## src/rtl/hc_regs_pkg.sv

```systemverilog
package hc_regs_pkg;

    // Command word bit positions
    localparam int CMD_RUN    = 0;
    localparam int CMD_HCRST  = 1;
    localparam int CMD_FLS_LO = 2;
    localparam int CMD_FLS_HI = 3;
    localparam int CMD_PSE    = 4;
    localparam int CMD_ASE    = 5;
    localparam int CMD_USED   = 6;

    // Frame list length codes
    typedef enum logic [1:0] {
        FLS_1024 = 2'b00,
        FLS_512  = 2'b01,
        FLS_256  = 2'b10,
        FLS_RSVD = 2'b11
    } fls_e;

endpackage

```

## src/rtl/hc_fidx_mask.sv

```systemverilog
module hc_fidx_mask
    import hc_regs_pkg::*;
#(
    parameter int FIDX_W = 10
) (
    input  fls_e              fls_i,
    output logic [FIDX_W-1:0] mask_o
);
    localparam logic [FIDX_W-1:0] FULL = {FIDX_W{1'b1}};

    // Each step of the size code drops one index bit from the top
    always_comb begin
        mask_o = FULL >> fls_i;
    end

endmodule

```

## src/rtl/hc_cmd_unit.sv

```systemverilog
module hc_cmd_unit
    import hc_regs_pkg::*;
#(
    parameter bit PROG_FLS = 1'b1
) (
    input  logic                clk,
    input  logic                rst_n,
    input  logic                wr_i,
    input  logic [CMD_USED-1:0] wdata_i,
    input  logic                halted_i,
    input  logic                rst_done_i,
    output logic                run_o,
    output logic                hcrst_o,
    output fls_e                fls_o,
    output logic                pse_o,
    output logic                ase_o,
    output logic                seq_err_o,
    output logic                clr_all_o,
    output logic [31:0]         cmd_word_o
);
    typedef struct packed {
        logic run;
        logic hcrst;
        fls_e fls;
        logic pse;
        logic ase;
        logic seq_err;
    } cmd_t;

    localparam cmd_t CMD_RST = '{run: 1'b0, hcrst: 1'b0, fls: FLS_1024,
                                 pse: 1'b0, ase: 1'b0, seq_err: 1'b0};

    cmd_t cmd_d, cmd_q;
    logic fls_wr_ok;
    logic rst_finish;

    // Parameter picks whether the length field is writable at all
    generate
        if (PROG_FLS) begin : g_prog_fls
            always_comb fls_wr_ok = (wdata_i[CMD_FLS_HI:CMD_FLS_LO] != FLS_RSVD);
        end else begin : g_fixed_fls
            always_comb fls_wr_ok = 1'b0;
        end
    endgenerate

    always_comb rst_finish = cmd_q.hcrst && rst_done_i;

    always_comb begin
        cmd_d         = cmd_q;
        cmd_d.seq_err = 1'b0;
        if (wr_i) begin
            cmd_d.run = wdata_i[CMD_RUN];
            cmd_d.pse = wdata_i[CMD_PSE];
            cmd_d.ase = wdata_i[CMD_ASE];
            if (fls_wr_ok)
                cmd_d.fls = fls_e'(wdata_i[CMD_FLS_HI:CMD_FLS_LO]);
            if (wdata_i[CMD_HCRST]) begin
                cmd_d.hcrst   = 1'b1;
                cmd_d.seq_err = !halted_i;
            end
        end
        // Reset completion wins over any write in the same cycle
        if (rst_finish)
            cmd_d = CMD_RST;
    end

    always_ff @(posedge clk or negedge rst_n) begin
        if (!rst_n) cmd_q <= CMD_RST;
        else        cmd_q <= cmd_d;
    end

    always_comb begin
        run_o      = cmd_q.run;
        hcrst_o    = cmd_q.hcrst;
        fls_o      = cmd_q.fls;
        pse_o      = cmd_q.pse;
        ase_o      = cmd_q.ase;
        seq_err_o  = cmd_q.seq_err;
        clr_all_o  = rst_finish;
        cmd_word_o = '0;
        cmd_word_o[CMD_RUN]               = cmd_q.run;
        cmd_word_o[CMD_HCRST]             = cmd_q.hcrst;
        cmd_word_o[CMD_FLS_HI:CMD_FLS_LO] = cmd_q.fls;
        cmd_word_o[CMD_PSE]               = cmd_q.pse;
        cmd_word_o[CMD_ASE]               = cmd_q.ase;
    end

    // reset request holds until the engine reports completion
    a_r4_reset_held: assert property (@(posedge clk) disable iff (!rst_n)
        (cmd_q.hcrst && !rst_done_i) |=> cmd_q.hcrst);

    // completion pulse ends the reset
    a_r4_reset_clears: assert property (@(posedge clk) disable iff (!rst_n)
        (cmd_q.hcrst && rst_done_i) |=> !cmd_q.hcrst);

    // completion leaves run and schedules off
    a_r5_cmd_defaults: assert property (@(posedge clk) disable iff (!rst_n)
        rst_finish |=> (!cmd_q.run && !cmd_q.pse && !cmd_q.ase && cmd_q.fls == FLS_1024));

    // reserved length code never reaches the register
    a_r6_no_rsvd_fls: assert property (@(posedge clk) disable iff (!rst_n)
        cmd_q.fls != FLS_RSVD);

    // illegal reset sequence is flagged
    a_r11_seq_flag: assert property (@(posedge clk) disable iff (!rst_n)
        (wr_i && wdata_i[CMD_HCRST] && !halted_i && !rst_finish) |=> cmd_q.seq_err);

endmodule

```

## src/rtl/hc_sts_unit.sv

```systemverilog
module hc_sts_unit #(
    parameter int EVT_W = 6
) (
    input  logic             clk,
    input  logic             rst_n,
    input  logic [EVT_W-1:0] evt_i,
    input  logic             wr_i,
    input  logic [EVT_W-1:0] wdata_i,
    input  logic             run_i,
    input  logic             idle_i,
    input  logic             clr_all_i,
    output logic             halted_o,
    output logic [EVT_W-1:0] evts_o
);
    typedef struct packed {
        logic [EVT_W-1:0] evts;
        logic             halted;
    } sts_t;

    localparam sts_t STS_RST = '{evts: '0, halted: 1'b1};

    sts_t sts_d, sts_q;
    logic [EVT_W-1:0] clr_mask;

    always_comb begin
        clr_mask = wr_i ? wdata_i : '0;
        sts_d    = sts_q;
        // A new event beats a clear of the same bit
        sts_d.evts = (sts_q.evts & ~clr_mask) | evt_i;
        if (run_i)       sts_d.halted = 1'b0;
        else if (idle_i) sts_d.halted = 1'b1;
        if (clr_all_i)   sts_d = STS_RST;
    end

    always_ff @(posedge clk or negedge rst_n) begin
        if (!rst_n) sts_q <= STS_RST;
        else        sts_q <= sts_d;
    end

    always_comb begin
        halted_o = sts_q.halted;
        evts_o   = sts_q.evts;
    end

    // running drops the halted flag on the next edge
    a_r2_halt_falls: assert property (@(posedge clk) disable iff (!rst_n)
        (run_i && !clr_all_i) |=> !sts_q.halted);

    // halted rises only after a drained stop or a completed reset
    a_r3_halt_rise: assert property (@(posedge clk) disable iff (!rst_n)
        $rose(sts_q.halted) |-> ($past(!run_i && idle_i) || $past(clr_all_i)));

    // every raised event is latched
    a_r10_evt_latched: assert property (@(posedge clk) disable iff (!rst_n)
        ((|evt_i) && !clr_all_i) |=> ((sts_q.evts & $past(evt_i)) == $past(evt_i)));

    // completion clears every event
    a_r5_sts_defaults: assert property (@(posedge clk) disable iff (!rst_n)
        clr_all_i |=> (sts_q.evts == '0 && sts_q.halted));

endmodule

```

## src/rtl/hc_cmdsts_regs.sv

```systemverilog
module hc_cmdsts_regs
    import hc_regs_pkg::*;
#(
    parameter int          ADDR_W   = 8,
    parameter int          CMD_OFS  = 'h20,
    parameter int          STS_OFS  = 'h24,
    parameter int          EVT_W    = 6,
    parameter int          HALT_BIT = 12,
    parameter int          FIDX_W   = 10,
    parameter bit          PROG_FLS = 1'b1
) (
    input  logic              clk,
    input  logic              rst_n,
    input  logic              bus_wr,
    input  logic [ADDR_W-1:0] bus_addr,
    input  logic [31:0]       bus_wdata,
    output logic [31:0]       bus_rdata,
    input  logic [EVT_W-1:0]  evt_in,
    input  logic              eng_idle,
    input  logic              rst_done,
    output logic              run_req,
    output logic              hc_reset_req,
    output logic              per_en,
    output logic              async_en,
    output logic [FIDX_W-1:0] fidx_mask,
    output logic              seq_err
);
    localparam logic [ADDR_W-1:0] A_CMD = ADDR_W'(CMD_OFS);
    localparam logic [ADDR_W-1:0] A_STS = ADDR_W'(STS_OFS);

    logic        sel_cmd, sel_sts;
    logic        halted, clr_all;
    fls_e        fls;
    logic [31:0] cmd_word, sts_word;
    logic [EVT_W-1:0] evts;

    always_comb begin
        sel_cmd = (bus_addr == A_CMD);
        sel_sts = (bus_addr == A_STS);
    end

    hc_cmd_unit #(.PROG_FLS(PROG_FLS)) u_cmd (
        .clk        (clk),
        .rst_n      (rst_n),
        .wr_i       (bus_wr && sel_cmd),
        .wdata_i    (bus_wdata[CMD_USED-1:0]),
        .halted_i   (halted),
        .rst_done_i (rst_done),
        .run_o      (run_req),
        .hcrst_o    (hc_reset_req),
        .fls_o      (fls),
        .pse_o      (per_en),
        .ase_o      (async_en),
        .seq_err_o  (seq_err),
        .clr_all_o  (clr_all),
        .cmd_word_o (cmd_word)
    );

    hc_sts_unit #(.EVT_W(EVT_W)) u_sts (
        .clk       (clk),
        .rst_n     (rst_n),
        .evt_i     (evt_in),
        .wr_i      (bus_wr && sel_sts),
        .wdata_i   (bus_wdata[EVT_W-1:0]),
        .run_i     (run_req),
        .idle_i    (eng_idle),
        .clr_all_i (clr_all),
        .halted_o  (halted),
        .evts_o    (evts)
    );

    hc_fidx_mask #(.FIDX_W(FIDX_W)) u_mask (
        .fls_i  (fls),
        .mask_o (fidx_mask)
    );

    always_comb begin
        sts_word              = '0;
        sts_word[EVT_W-1:0]   = evts;
        sts_word[HALT_BIT]    = halted;
        if (sel_cmd)      bus_rdata = cmd_word;
        else if (sel_sts) bus_rdata = sts_word;
        else              bus_rdata = '0;
    end

    // the mask is always a run of ones from bit 0 of at least 256 entries
    a_r6_mask_shape: assert property (@(posedge clk) disable iff (!rst_n)
        ((fidx_mask & (fidx_mask + 1'b1)) == '0) && (&fidx_mask[FIDX_W-3:0]));

    // the debug flag never lasts two cycles
    a_r11_seq_pulse: assert property (@(posedge clk) disable iff (!rst_n)
        (seq_err && !(bus_wr && sel_cmd)) |=> !seq_err);

endmodule

```

## config.mk

```make
export PLATFORM = sky130hd
export DESIGN_NAME = hc_cmdsts_regs
export DESIGN_NICKNAME = d
export VERILOG_FILES = /design/src/rtl/hc_regs_pkg.sv /design/src/rtl/hc_fidx_mask.sv /design/src/rtl/hc_cmd_unit.sv /design/src/rtl/hc_sts_unit.sv /design/src/rtl/hc_cmdsts_regs.sv
export SDC_FILE = /design/constraint.sdc
export NUM_CORES = 1
export LEC_CHECK = 0
export BUFFER_PORTS_ARGS = -buffer_cell sky130_fd_sc_hd__buf_4
export CORE_MARGIN = 1
export CORE_UTILIZATION = 35
export CTS_CLUSTER_DIAMETER = 80
export DETAILED_ROUTE_END_ITERATION = 10
export GPL_ROUTABILITY_DRIVEN = 1
export GPL_TIMING_DRIVEN = 0
export PLACE_DENSITY_LB_ADDON = 0.1
export SETUP_SLACK_MARGIN = 0.4
export SLEW_MARGIN = 20
export SYNTH_ARGS = -nofsm -noshare
export SYNTH_HDL_FRONTEND = slang
export SYNTH_SLANG_ARGS = --single-unit
```

## constraint.sdc

```tcl
create_clock -name clk -period 2.56 [get_ports clk]
set_clock_uncertainty 0.2 [all_clocks]
set_input_delay 0.64 -clock clk [delete_from_list [all_inputs] [get_ports clk]]
set_output_delay 0.64 -clock clk [all_outputs]
set_load 0.02 [all_outputs]
```

==> results by stage, run 1 <==
Status:
- The run finished, with violations left.
- The checks that failed: negative setup slack.

Placed design:
- Port buffering added 38 buffers.
- The final weighted congestion in routability-driven placement is between 0.6 and 0.7.
- Detailed placement ended at an HPWL of 1878 um.

Synthesis:
- In this run the mean area of a mapped cell was between 9 and 10 um2.
- The synthesized design contains 14 register bits.
- The cell count after synthesis came out at approximately 110.
- After synthesis the cells add up to 977.2 um2.
- The number of warnings printed during yosys synthesis is 0.
- The synthesized netlist contains 24 unique library cells.
- The share of the Yosys chip area taken by registers is 35.98%.

Clock tree:
- In this run the clock root is driven by a sky130_fd_sc_hd__clkbuf_4.
- The clock net in this run drives a total of 14 sinks.
- TritonCTS built the clock tree.
- The latest clock arrival within the worst-skew pair is 0.28 ns.
- The number of H-tree levels is 1.
- The maximum clock path buffer count is 2.
- After clock tree synthesis, the clock-pin slew on the worst setup and hold paths is 0.09 ns.
- The CTS buffer count is 3.

Route:
- For this run, design rule violations remaining after detail routing come to 0.
- After the first detailed-routing iteration, the DRC count stood at 8.
- The final wirelength is 2551 um.
- Once detail routing completed, the nets flagged for antenna violations numbered 0.
- The wire length per cell after detailed routing is 11.65 um.
- The post-detailed-route via-to-cell ratio is between 4 and 5.
- Detailed routing inserted a total of 954 vias.
- The first-pass detailed-route iteration total is 4.

Setup path:
- For the worst setup path, the data required time is 1.72 ns.
- In this run the critical register-to-register path is captured at u_cmd.fls_o[1].
- The setup check on the worst reg-to-reg path leaves a slack of 1.02 ns.
- The critical path is of the in2out type.
- The worst setup path is captured at a primary output.
- The launch point of the critical path is bus_addr[0].
- The data arrival time at the worst-slack endpoint is about 1.8 ns.
- The startpoint type of the worst setup path is an input port.
- Of all nets on the critical path, the largest fanout is 6.
- The start of the worst register-to-register path is u_cmd.hcrst_o.
- The depth of the worst register-to-register path is 3.
- Following the worst setup path forward leads to its endpoint at bus_rdata[2].

Final layout:
- From synthesis to final layout, the design area changed by 72.73%.
- The post-route netlist has 52.38% of its cells at a drive strength greater than 1.
- The number of filler instances in the final layout is 218.
- The library cells used most frequently in the layout, excluding fill and tap cells, are sky130_fd_sc_hd__buf_4, sky130_fd_sc_hd__conb_1, sky130_fd_sc_hd__dfrtp_1.
- The leading cell type in the layout, fill and taps excluded is sky130_fd_sc_hd__buf_4.
- The final core utilization is 65.74%.
- The repair_antennas step left the layout with diodes totalling 0.
- The net count of the finished layout is between 200 and 250.

Timing:
- In the finished design, the share of the clock period the worst path needs comes to 102.8%.
- The number of hold violations in the final report is 0.
- The final count of negative-setup-slack endpoints is 6.
- The tightest hold path in the finished design has a slack of 0.3255 ns.
- The worst setup slack after layout is -0.07066 ns.
- Derived from the worst setup path, the maximum achievable clock frequency is roughly 0.38 GHz.
- Setup repair after global routing could not meet its margin everywhere.
- The time the final worst path needs with I/O delays and setup is 2.631 ns.
- The final count of pins violating max slew was 0.

Power and ir drop:
- The worst ir drop on vdd is between 0.0002 and 0.0003 V.
- The standby leakage power is 0.9022 nW.
- The areal power density over the cells is 327.7 nW/um2.
- The final total power is 0.0005532 W.

Global route:
- The total overflow left after global routing is 0.
- The first-pass GRT wire length is 3553 um.
- The via count of the first global-routing pass was 806.
- The number of antenna violations at the first check in global routing is 0.
- Global routing consumed, over all layers together, 17.31% of the routing resources.
- Entering global routing, the biggest net connects 15 pins.

Run:
- The max-capacitance violation count is 0.

Floorplan:
- From left edge to right edge, the die measures 54.84 um.
- The die area is about 3000 um2.
- The core region is 2567 um2.
- The initialized floorplan defines 18 standard-cell rows.
- The top-level port count is 98.
- The starting utilization of the core area is 38.06%.
- The vertical extent of the die is 54.84 um.

Min path:
- The worst hold path belongs to the class reg2reg.
-- Yosys cell counts --
master / number / share of area [%]
sky130_fd_sc_hd__conb_1: 2 / 0.77
sky130_fd_sc_hd__or4_1: 1 / 0.77
sky130_fd_sc_hd__and3_2: 1 / 0.77
sky130_fd_sc_hd__mux2i_1: 4 / 4.1
sky130_fd_sc_hd__buf_4: 33 / 25
sky130_fd_sc_hd__inv_1: 8 / 3.1
sky130_fd_sc_hd__o21ai_0: 7 / 3.6
sky130_fd_sc_hd__a41oi_1: 6 / 5.4
sky130_fd_sc_hd__or4b_4: 1 / 1.4
sky130_fd_sc_hd__nor2_1: 2 / 0.77
sky130_fd_sc_hd__dfstp_2: 1 / 2.7
sky130_fd_sc_hd__clkbuf_1: 2 / 0.77
sky130_fd_sc_hd__dfrtp_1: 13 / 33
sky130_fd_sc_hd__and2_1: 1 / 0.64
sky130_fd_sc_hd__nor4b_1: 1 / 0.90
sky130_fd_sc_hd__nand2_1: 8 / 3.1
sky130_fd_sc_hd__nand3_1: 1 / 0.51
sky130_fd_sc_hd__a22o_1: 6 / 5.4
sky130_fd_sc_hd__nor3b_1: 1 / 0.77
sky130_fd_sc_hd__nor4_1: 3 / 1.9
sky130_fd_sc_hd__o221a_2: 2 / 2.3
sky130_fd_sc_hd__nand4_1: 1 / 0.64
sky130_fd_sc_hd__nor3_1: 1 / 0.51
sky130_fd_sc_hd__nor2_2: 1 / 0.64
-- worst min-delay path by stage --
stage | end | slack [ns] | startpoint | cells after the start
CTS | u_cmd.hcrst_o | 0.32 | rst_done | 2
floorplan | u_cmd.ase_o | 0.14 | rst_n | 0
detailed placement | u_sts.evts_o[1] | 0.30 | rst_n | 1
global placement | u_cmd.seq_err_o | 0.30 | rst_n | 1
global route | u_cmd.hcrst_o | 0.33 | rst_done | 2
finish | u_sts.halted_o | 0.33 | u_cmd.run_o | 1
-- final cells by class --
cell class | instances | area (um2) | area share (%)
clock buffers | 4 | 36.28 | 2.150
flip-flops and latches | 14 | 351.6 | 20.83
repair buffers | 48 | 434.2 | 25.72
inverters | 8 | 30.03 | 1.779
multi-input cells | 80 | 535.5 | 31.73
plain buffers | 35 | 262.8 | 15.57
well taps | 30 | 37.54 | 2.224
-- routing by layer --
layer	vias up	global-route usage, %	part of all wire (%)
met5	-	0	0
met4	0	3.419	0
met3	0	5.000	7.1
met2	46	31.53	50
met1	429	19.73	43
li1	479	-	-
-- state kept, by name (all words and copies together) (netlist names) --
name             cells
u_cmd.ase_o          1
u_cmd.fls_o          2
u_cmd.hcrst_o        1
u_cmd.pse_o          1
u_cmd.run_o          1
u_cmd.seq_err_o      1
u_sts.evts_o         6
u_sts.halted_o       1
-- kinds of logic (layout without fill, tap and decap cells) --
| group | count (synthesis) | in the layout | share of synthesized area, % |
|---|---|---|---|
| buffers and inverters | 43 | 95 | 29.19 |
| AND/OR/NAND/NOR | 23 | 23 | 13.32 |
| other | 2 | 32 | 0.7685 |
| AO/OA/AOI/OAI | 21 | 21 | 16.64 |
| multiplexers | 4 | 4 | 4.097 |
| flip-flops | 14 | 14 | 35.98 |
-- where the power goes --
| part | switching (W) | internal, W | total [W] |
|---|---|---|---|
| logic | 0.0000826 | 0.0000764 | 0.000159 |
| registers | 0.00000649 | 0.000228 | 0.000234 |
| clock network | 0.0000733 | 0.0000866 | 0.000160 |
| total | 0.000162 | 0.000391 | 0.000553 |
-- critical path, stage by stage --
cell and delay, ns:
sky130_fd_sc_hd__buf_6 0.09, sky130_fd_sc_hd__or4_4 0.55, sky130_fd_sc_hd__nor2_4 0.15, sky130_fd_sc_hd__buf_12 0.14
sky130_fd_sc_hd__a22o_4 0.11, sky130_fd_sc_hd__buf_6 0.11
-- stage by stage --
step	std cells	area (um2)	setup WS, ns	setup TNS (ns)
6_report	219	1688	-0.07066	-0.4060
5_1_grt	219	1688	-0.09458	-0.5770
4_1_cts	214	1629	-0.06646	-0.3609
3_5_place_dp	205	1499	-0.1943	-1.221
3_3_place_gp	205	1499	-0.1704	-1.071
2_1_floorplan	137	1176	0.1480	0
-- timing repair --
action / CTS / global route
pin swaps: 5 / 5
gates cloned: 0 / 1
endpoints found under the hold margin: 13 / 0
setup endpoints to repair: 7 / 7
resized for setup: 11 / 1
hold buffers: 1 / 0
setup buffers: 4 / 4
No activity file was read; power rests on OpenSTA's default activity.
==> run 2: changes to the inputs <==
--- a/config.mk
+++ b/config.mk
@@ -7,7 +7,7 @@
 export LEC_CHECK = 0
 export BUFFER_PORTS_ARGS = -buffer_cell sky130_fd_sc_hd__buf_4
 export CORE_MARGIN = 1
-export CORE_UTILIZATION = 35
+export CORE_UTILIZATION = 32
 export CTS_CLUSTER_DIAMETER = 80
 export DETAILED_ROUTE_END_ITERATION = 10
 export GPL_ROUTABILITY_DRIVEN = 1
==> constraint.sdc (replaced) <==
create_clock -name clk -period 2.4 [get_ports clk]
set_clock_uncertainty 0.2 [all_clocks]
set_input_delay 0.6 -clock clk [delete_from_list [all_inputs] [get_ports clk]]
set_output_delay 0.6 -clock clk [all_outputs]
set_load 0.02 [all_outputs]
==> results by stage, run 2 (same netlist as run 1, synthesis figures left out) <==
Setup path:
- The peak fanout along the critical path came to 6 (unchanged).
- The data arrival time at the worst-slack endpoint came to 1.78 ns (about the same).
- STA classifies the critical path startpoint as an input port.
- The setup path with the least slack is of type in2out.
- The worst setup path is captured at a primary output.
- The required arrival time at the worst endpoint was 1.60 ns (-0.12 ns).

Final layout:
- The number of standard cells in the layout, taps in and fillers out is 218 (-0.46%).
- The flip-flop count of the largest register after layout is 6 (unchanged).
- The number of antenna diodes was 0 (unchanged).
- Leaving out fill and tap cells, the most frequent cell in the layout is sky130_fd_sc_hd__buf_4.
- The final core utilization is 57.94% (-7.8 points).
- The number of nets in the finished design came to 239 (-0.83%).
- The proportion of layout cells with a drive suffix above 1 is 51.34% (-1.0 points).
- The library cells used most frequently in the layout, excluding fill and tap cells, are sky130_fd_sc_hd__buf_4, sky130_fd_sc_hd__conb_1, sky130_fd_sc_hd__dfrtp_1.
- Compared with the post-synthesis result, the final layout area differs by 67.73%.
- The summed area of non-filler cells in the final layout was 1639 um2 (-2.9%).

Power and ir drop:
- The final total power came to 0.0005634 W (+1.9%).
- The worst ir drop on vdd came to 0.0002663 V (-11%).
- The standby leakage power is 0.8820 nW (-2.2%).
- The areal power density over the cells is 343.7 nW/um2 (+4.9%).

Clock tree:
- The clock slew seen by the registers of the worst setup and hold paths came to 0.09 ns (about the same).
- The TritonCTS clock tree is done.
- The count of clock tree sinks is 14 (unchanged).
- The latest clock arrival within the worst-skew pair is 0.29 ns (about the same).
- The number of H-tree levels is 1 (unchanged).
- The maximum clock path buffer count is 2 (unchanged).
- The tree is rooted in a sky130_fd_sc_hd__clkbuf_4.
- The CTS buffer count is 3 (unchanged).

Floorplan:
- The die area was 3279 um2 (+9.0%).
- The placeable core region is 2829 um2 (+10%).
- The starting utilization of the core area is 34.54% (-3.5 points).
- The placement row count is 19 (+1).
- The vertical extent of the die is 57.26 um (+4.4%).
- The die width is 57.26 um (+4.4%).
- The top-level port count is 98 (unchanged).

Min path:
- The worst min-delay path category is in2reg.

Timing:
- The final count of negative-setup-slack endpoints came to 7 (+1).
- The fraction of the cycle the final worst path needs is 107.6%.
- Setup repair after global routing could not meet its margin everywhere.
- The time the final worst path needs with I/O delays and setup is 2.582 ns.
- The upper clock frequency limit is 0.3873 GHz.
- The post-route setup TNS is -1.169 ns (-0.7630 ns).
- The worst setup slack after layout came to -0.1822 ns (-0.1116 ns).
- The number of hold violations in the final report is 0 (unchanged).
- The final count of pins violating max slew is 0 (unchanged).

Route:
- The final antenna-violating net count is 0 (unchanged).
- The DRC violation count after routing is 6 (+6).
- The total via count after detailed routing was 946 (-0.84%).
- The post-detailed-route via-to-cell ratio was 4.339 (-0.38%).
- The first-pass detailed-route iteration total is 8 (+4).
- The final wirelength is 2567 um (+0.63%).
- The wire length per cell after detailed routing was 11.78 um (+1.1%).
- The count of routing violations after the opening detailed-route iteration is 32 (+24).

Global route:
- The maximum number of pins on one net before global-route repair is 15 (unchanged).
- The first-pass GRT wire length is 3905 um (+9.9%).
- The via count of the first global-routing pass is 836 (+3.7%).
- The total global routing overflow came to 0 (unchanged).
- The number of antenna violations at the first check in global routing is 0 (unchanged).
- The total global routing track utilization came to 15.83% (-1.5 points).

Run:
- The max-capacitance violation count is 0 (unchanged).

Status:
- The flow ran to the end, but the final reports show violations.
- The checks that failed: design-rule violations, negative setup slack.

Placed design:
- The count of port buffers added during placement is 38 (unchanged).
- The final weighted congestion in routability-driven placement is 0.7208 (+3.7%).
- The post-DP HPWL is 1945 um (+3.6%).
- The total placed cells including tap cells was 206 (+0.49%).
- The post-place instance area is 1500 um2 (about the same).
==> run 2: worst max-delay path, stage by stage <==
cell                     delay [ns]
sky130_fd_sc_hd__buf_6         0.09
sky130_fd_sc_hd__or4_4         0.55
sky130_fd_sc_hd__nor2_4        0.27
sky130_fd_sc_hd__a22o_4        0.16
sky130_fd_sc_hd__buf_6         0.11
==> run 2: final timing paths <==
kind	cells past startpoint	slack, ns	start	to
worst max-delay path	5	-0.18	bus_addr[0]	bus_rdata[3]
worst min-delay path	2	0.32	bus_wdata[2]	u_sts.evts_o[2]
worst max register to register	4	0.85	u_cmd.hcrst_o	u_cmd.ase_o
worst min register to register	2	0.34	u_sts.halted_o	u_sts.halted_o
max in group asynchronous	2	1.25	rst_n	u_sts.halted_o
min in group asynchronous	2	0.48	rst_n	u_sts.evts_o[2]
==> run 2: metrics by stage <==
step,hold slack [ns],setup WS [ns]
finish,0.3167,-0.1822
CTS,0.3152,-0.2119
global route,0.3103,-0.2227
global placement,0.2607,-0.2273
floorplan,0.1044,0.06800
detailed placement,0.2578,-0.2249
==> run 2: power by group <==
part	switching (W)	total, W	internal (W)
Clock	0.0000779	0.000142	0.0000646
Sequential	0.00000665	0.000250	0.000243
Combinational	0.0000886	0.000171	0.0000828
==> run 2: what timing repair did <==
action | in CTS | in global routing
resized for setup | 12 | 3
setup buffers | 6 | 1
setup endpoints to repair | 7 | 7
endpoints found under the hold margin | 13 | 0
hold buffers | 1 | 0
pin swaps | 10 | 10
==> run 2: cell type report <==
cell class | count | area (um2)
sequential | 14 | 351.6
tap | 31 | 38.79
clock buffer | 4 | 26.28
buffer | 35 | 262.8
timing repair buffer | 46 | 394.1
fill | 270 | 1190
multi-input combinational | 80 | 535.5
inverter | 8 | 30.03
==> run 2: layer usage <==
metal	wire length, um	GRT usage, %	vias to the layer above
met5	0	0	-
met3	180	5.896	2
met2	1377	28.91	36
met1	982	18.05	437
li1	-	-	471
met4	27	2.091	0
==> run 3: changes to the inputs <==
--- a/config.mk
+++ b/config.mk
@@ -12,6 +12,7 @@
 export DETAILED_ROUTE_END_ITERATION = 10
 export GPL_ROUTABILITY_DRIVEN = 1
 export GPL_TIMING_DRIVEN = 0
+export HOLD_SLACK_MARGIN = 0.05
 export PLACE_DENSITY_LB_ADDON = 0.1
 export SETUP_SLACK_MARGIN = 0.4
 export SLEW_MARGIN = 20
==> constraint.sdc (replaced) <==
create_clock -name clk -period 2.4 [get_ports clk]
set_clock_uncertainty 0.2 [all_clocks]
set_input_delay 0.6 -clock clk [delete_from_list [all_inputs] [get_ports clk]]
set_output_delay 0.6 -clock clk [all_outputs]
set_load 0.005 [all_outputs]
==> results by stage, run 3 (same netlist as run 1, synthesis figures left out) <==
Route:
- The count of routing violations after the opening detailed-route iteration came to 28 (-13%).
- The final wirelength is 2470 um (-3.8%).
- The first-pass detailed-route iteration total is 7 (-1).
- The total via count after detailed routing is 939 (-0.74%).
- The final antenna-violating net count is 0 (unchanged).
- The post-detailed-route via-to-cell ratio is 4.307 (-0.74%).
- The DRC violation count after routing was 8 (+2).
- The wire length per cell after detailed routing was 11.33 um (-3.8%).

Global route:
- The number of antenna violations at the first check in global routing is 0 (unchanged).
- The total global routing track utilization is 15.52% (-0.31 points).
- The maximum number of pins on one net before global-route repair is 15 (unchanged).
- The first-pass GRT wire length is 3967 um (+1.6%).
- The total global routing overflow is 0 (unchanged).
- After global routing, the most crowded layer is met2.
- The met3 capacity usage during global routing came to 4.989% (-0.91 points).
- The met1 usage came to 16.55% (-1.5 points).
- The fraction of met2 tracks used by global routing came to 30.25% (+1.3 points).
- The via count of the first global-routing pass is 938 (+12%).

Setup path:
- The maximum single-stage delay on the critical path is 0.56 ns (about the same).
- The cell family contributing the most delay on the critical path is simple AND/OR/NAND/NOR gates.
- The worst setup path is launched from an input port.
- The number of buffers and inverters on the critical path is 2 (unchanged).
- The peak fanout along the critical path is 6 (unchanged).
- By startpoint and endpoint, the worst setup path is classified as in2out.
- The category of the worst setup path capture point is a primary output.
- The required arrival time at the worst endpoint is 1.60 ns (about the same).
- The slowest stage of the critical path belongs to the cell sky130_fd_sc_hd__or4_4.
- The signal on the critical path passes through buf_6, or4_4, nor2_4, a22o_1, buf_4.
- The data arrival time at the worst-slack endpoint was 1.76 ns (-0.02 ns).

Clock tree:
- The clock slew seen by the registers of the worst setup and hold paths is 0.08 ns (about the same).
- The cell sitting at the root of the clock tree is a sky130_fd_sc_hd__clkbuf_4.
- The CTS buffer count came to 3 (unchanged).
- The number of H-tree levels is 1 (unchanged).
- TritonCTS built the clock tree.
- The maximum clock path buffer count was 2 (unchanged).
- The count of clock tree sinks came to 14 (unchanged).
- The latest clock arrival within the worst-skew pair was 0.28 ns (about the same).

Placed design:
- The post-place instance area is 1448 um2 (-3.5%).
- The total placed cells including tap cells is 206 (unchanged).
- The post-DP HPWL came to 1821 um (-6.4%).
- The setup slack after placement is -0.1647 ns (+0.06026 ns).
- The count of port buffers added during placement is 38 (unchanged).
- The final weighted congestion in routability-driven placement is 0.7764 (+7.7%).

Floorplan:
- The top-level port count is 98 (unchanged).
- The placement row count is 19 (unchanged).
- The starting utilization of the core area was 34.54% (unchanged).
- The vertical extent of the die is 57.26 um (unchanged).
- The die width came to 57.26 um (unchanged).
- The die area is 3279 um2 (unchanged).
- The placeable core region is 2829 um2 (unchanged).

Power and ir drop:
- The part of the power in combinational logic is 23.2% (-7.2 points).
- The standby leakage power is 0.8528 nW (-3.3%).
- The worst ir drop on vdd is 0.0003635 V (+36%).
- The final total power came to 0.0005474 W (-2.9%).
- The areal power density over the cells is 348.0 nW/um2 (+1.2%).
- The design internal power was 0.0004134 W (+5.9%).
- The net switching power came to 0.0001340 W (-23%).
- The relative contribution of the clock network to total power is 31.3% (+6.0 points).
- The proportion of total power due to net switching came to 24.47% (-6.3 points).
- The part of the total power dissipated in sequential elements was 45.4% (+1.1 points).

Final layout:
- The number of antenna diodes came to 0 (unchanged).
- The area growth from synthesis to layout is 60.95%.
- Leaving out fill and tap cells, the most frequent cells in the layout are sky130_fd_sc_hd__buf_4, sky130_fd_sc_hd__conb_1, sky130_fd_sc_hd__dfrtp_1.
- The library cell used most frequently in the layout, excluding fill and tap cells, is sky130_fd_sc_hd__buf_4.
- The number of nets in the finished design is 239 (unchanged).
- The number of filler instances in the final layout was 285 (+5.6%).
- The number of standard cells in the layout, taps in and fillers out came to 218 (unchanged).
- The proportion of layout cells with a drive suffix above 1 is 48.66% (-2.7 points).
- The flip-flop count of the largest register after layout came to 6 (unchanged).
- The summed area of non-filler cells in the final layout is 1573 um2 (-4.0%).

Timing:
- The time the final worst path needs with I/O delays and setup is 2.557 ns (-0.02546 ns).
- The number of hold violations in the final report is 0 (unchanged).
- The upper clock frequency limit came to 0.3911 GHz (+1.0%).
- The worst setup slack after layout was -0.1568 ns (+0.02546 ns).
- The post-route setup TNS is -0.8570 ns (+0.3120 ns).
- The fraction of the cycle the final worst path needs is 106.5% (-1.1 points).
- Setup repair after global routing could not meet its margin everywhere.
- The final count of pins violating max slew came to 0 (unchanged).
- The final count of negative-setup-slack endpoints was 6 (-1).

Run:
- The max-capacitance violation count is 0 (unchanged).

Status:
- The flow ran to the end, but the final reports show violations.
- The final reports fail on design-rule violations, negative setup slack.

Min path:
- The tightest min-delay check is of the in2reg type.
## run 3: final cells by class
class,count,area [um2],share of cell area [%]
multi-input combinational,80,483.0,30.71
sequential,14,351.6,22.35
buffer,35,262.8,16.71
inverter,8,30.03,1.909
tap,31,38.79,2.466
timing repair buffer,46,370.4,23.55
clock buffer,4,36.28,2.307
## run 3: stage by stage
step / util [%] / hold slack (ns)
3_5_place_dp: 51.17 / 0.2587
3_3_place_gp: 51.17 / 0.2593
4_1_cts: 55.33 / 0.2928
6_report: 55.59 / 0.2957
2_1_floorplan: - / 0.1044
5_1_grt: 55.59 / 0.2872
## run 3: path summary, 6_finish.rpt
check | startpoint | to | slack [ns] | cells after the start
setup reg to reg | u_cmd.hcrst_o | u_cmd.seq_err_o | 0.84 | 3
max in group asynchronous | rst_n | u_sts.halted_o | 1.27 | 2
setup / recovery | bus_addr[2] | bus_rdata[5] | -0.16 | 5
hold reg to reg | u_cmd.run_o | u_sts.halted_o | 0.31 | 1
hold / removal | rst_done | u_cmd.hcrst_o | 0.30 | 2
min in group asynchronous | rst_n | u_cmd.seq_err_o | 0.50 | 2
## run 3: power groups by stage
stage	logic, W	registers [W]	clock network, W
2_1_floorplan	0.0000668	0.000252	0
3_3_place_gp	0.000117	0.000253	0
3_5_place_dp	0.000118	0.000253	0
4_1_cts	0.000124	0.000249	0.000174
5_1_grt	0.000140	0.000250	0.000186
6_report	0.000127	0.000249	0.000172
## run 3: timing repair
action                                  4_1_cts  5_1_grt
endpoints found under the setup margin        7        7
hold buffers                                  1        0
resized for setup                             5        2
setup buffers                                 7        0
hold endpoints to repair                     13        0
pin swaps                                     8        7
## run 3: worst reg2reg max path, stage by stage (launching register included)
cell,delay [ns]
sky130_fd_sc_hd__dfrtp_1,0.42
sky130_fd_sc_hd__nand2_1,0.24
sky130_fd_sc_hd__clkbuf_1,0.38
sky130_fd_sc_hd__nor3b_1,0.24
## run 3: routing by layer
layer / share of wire [%] / up-vias / wire, um
met2: 53 / 42 / 1310
met1: 39 / 424 / 969
met5: 0 / - / 0
li1: - / 473 / -
met3: 7.7 / 0 / 190
met4: 0 / 0 / 0
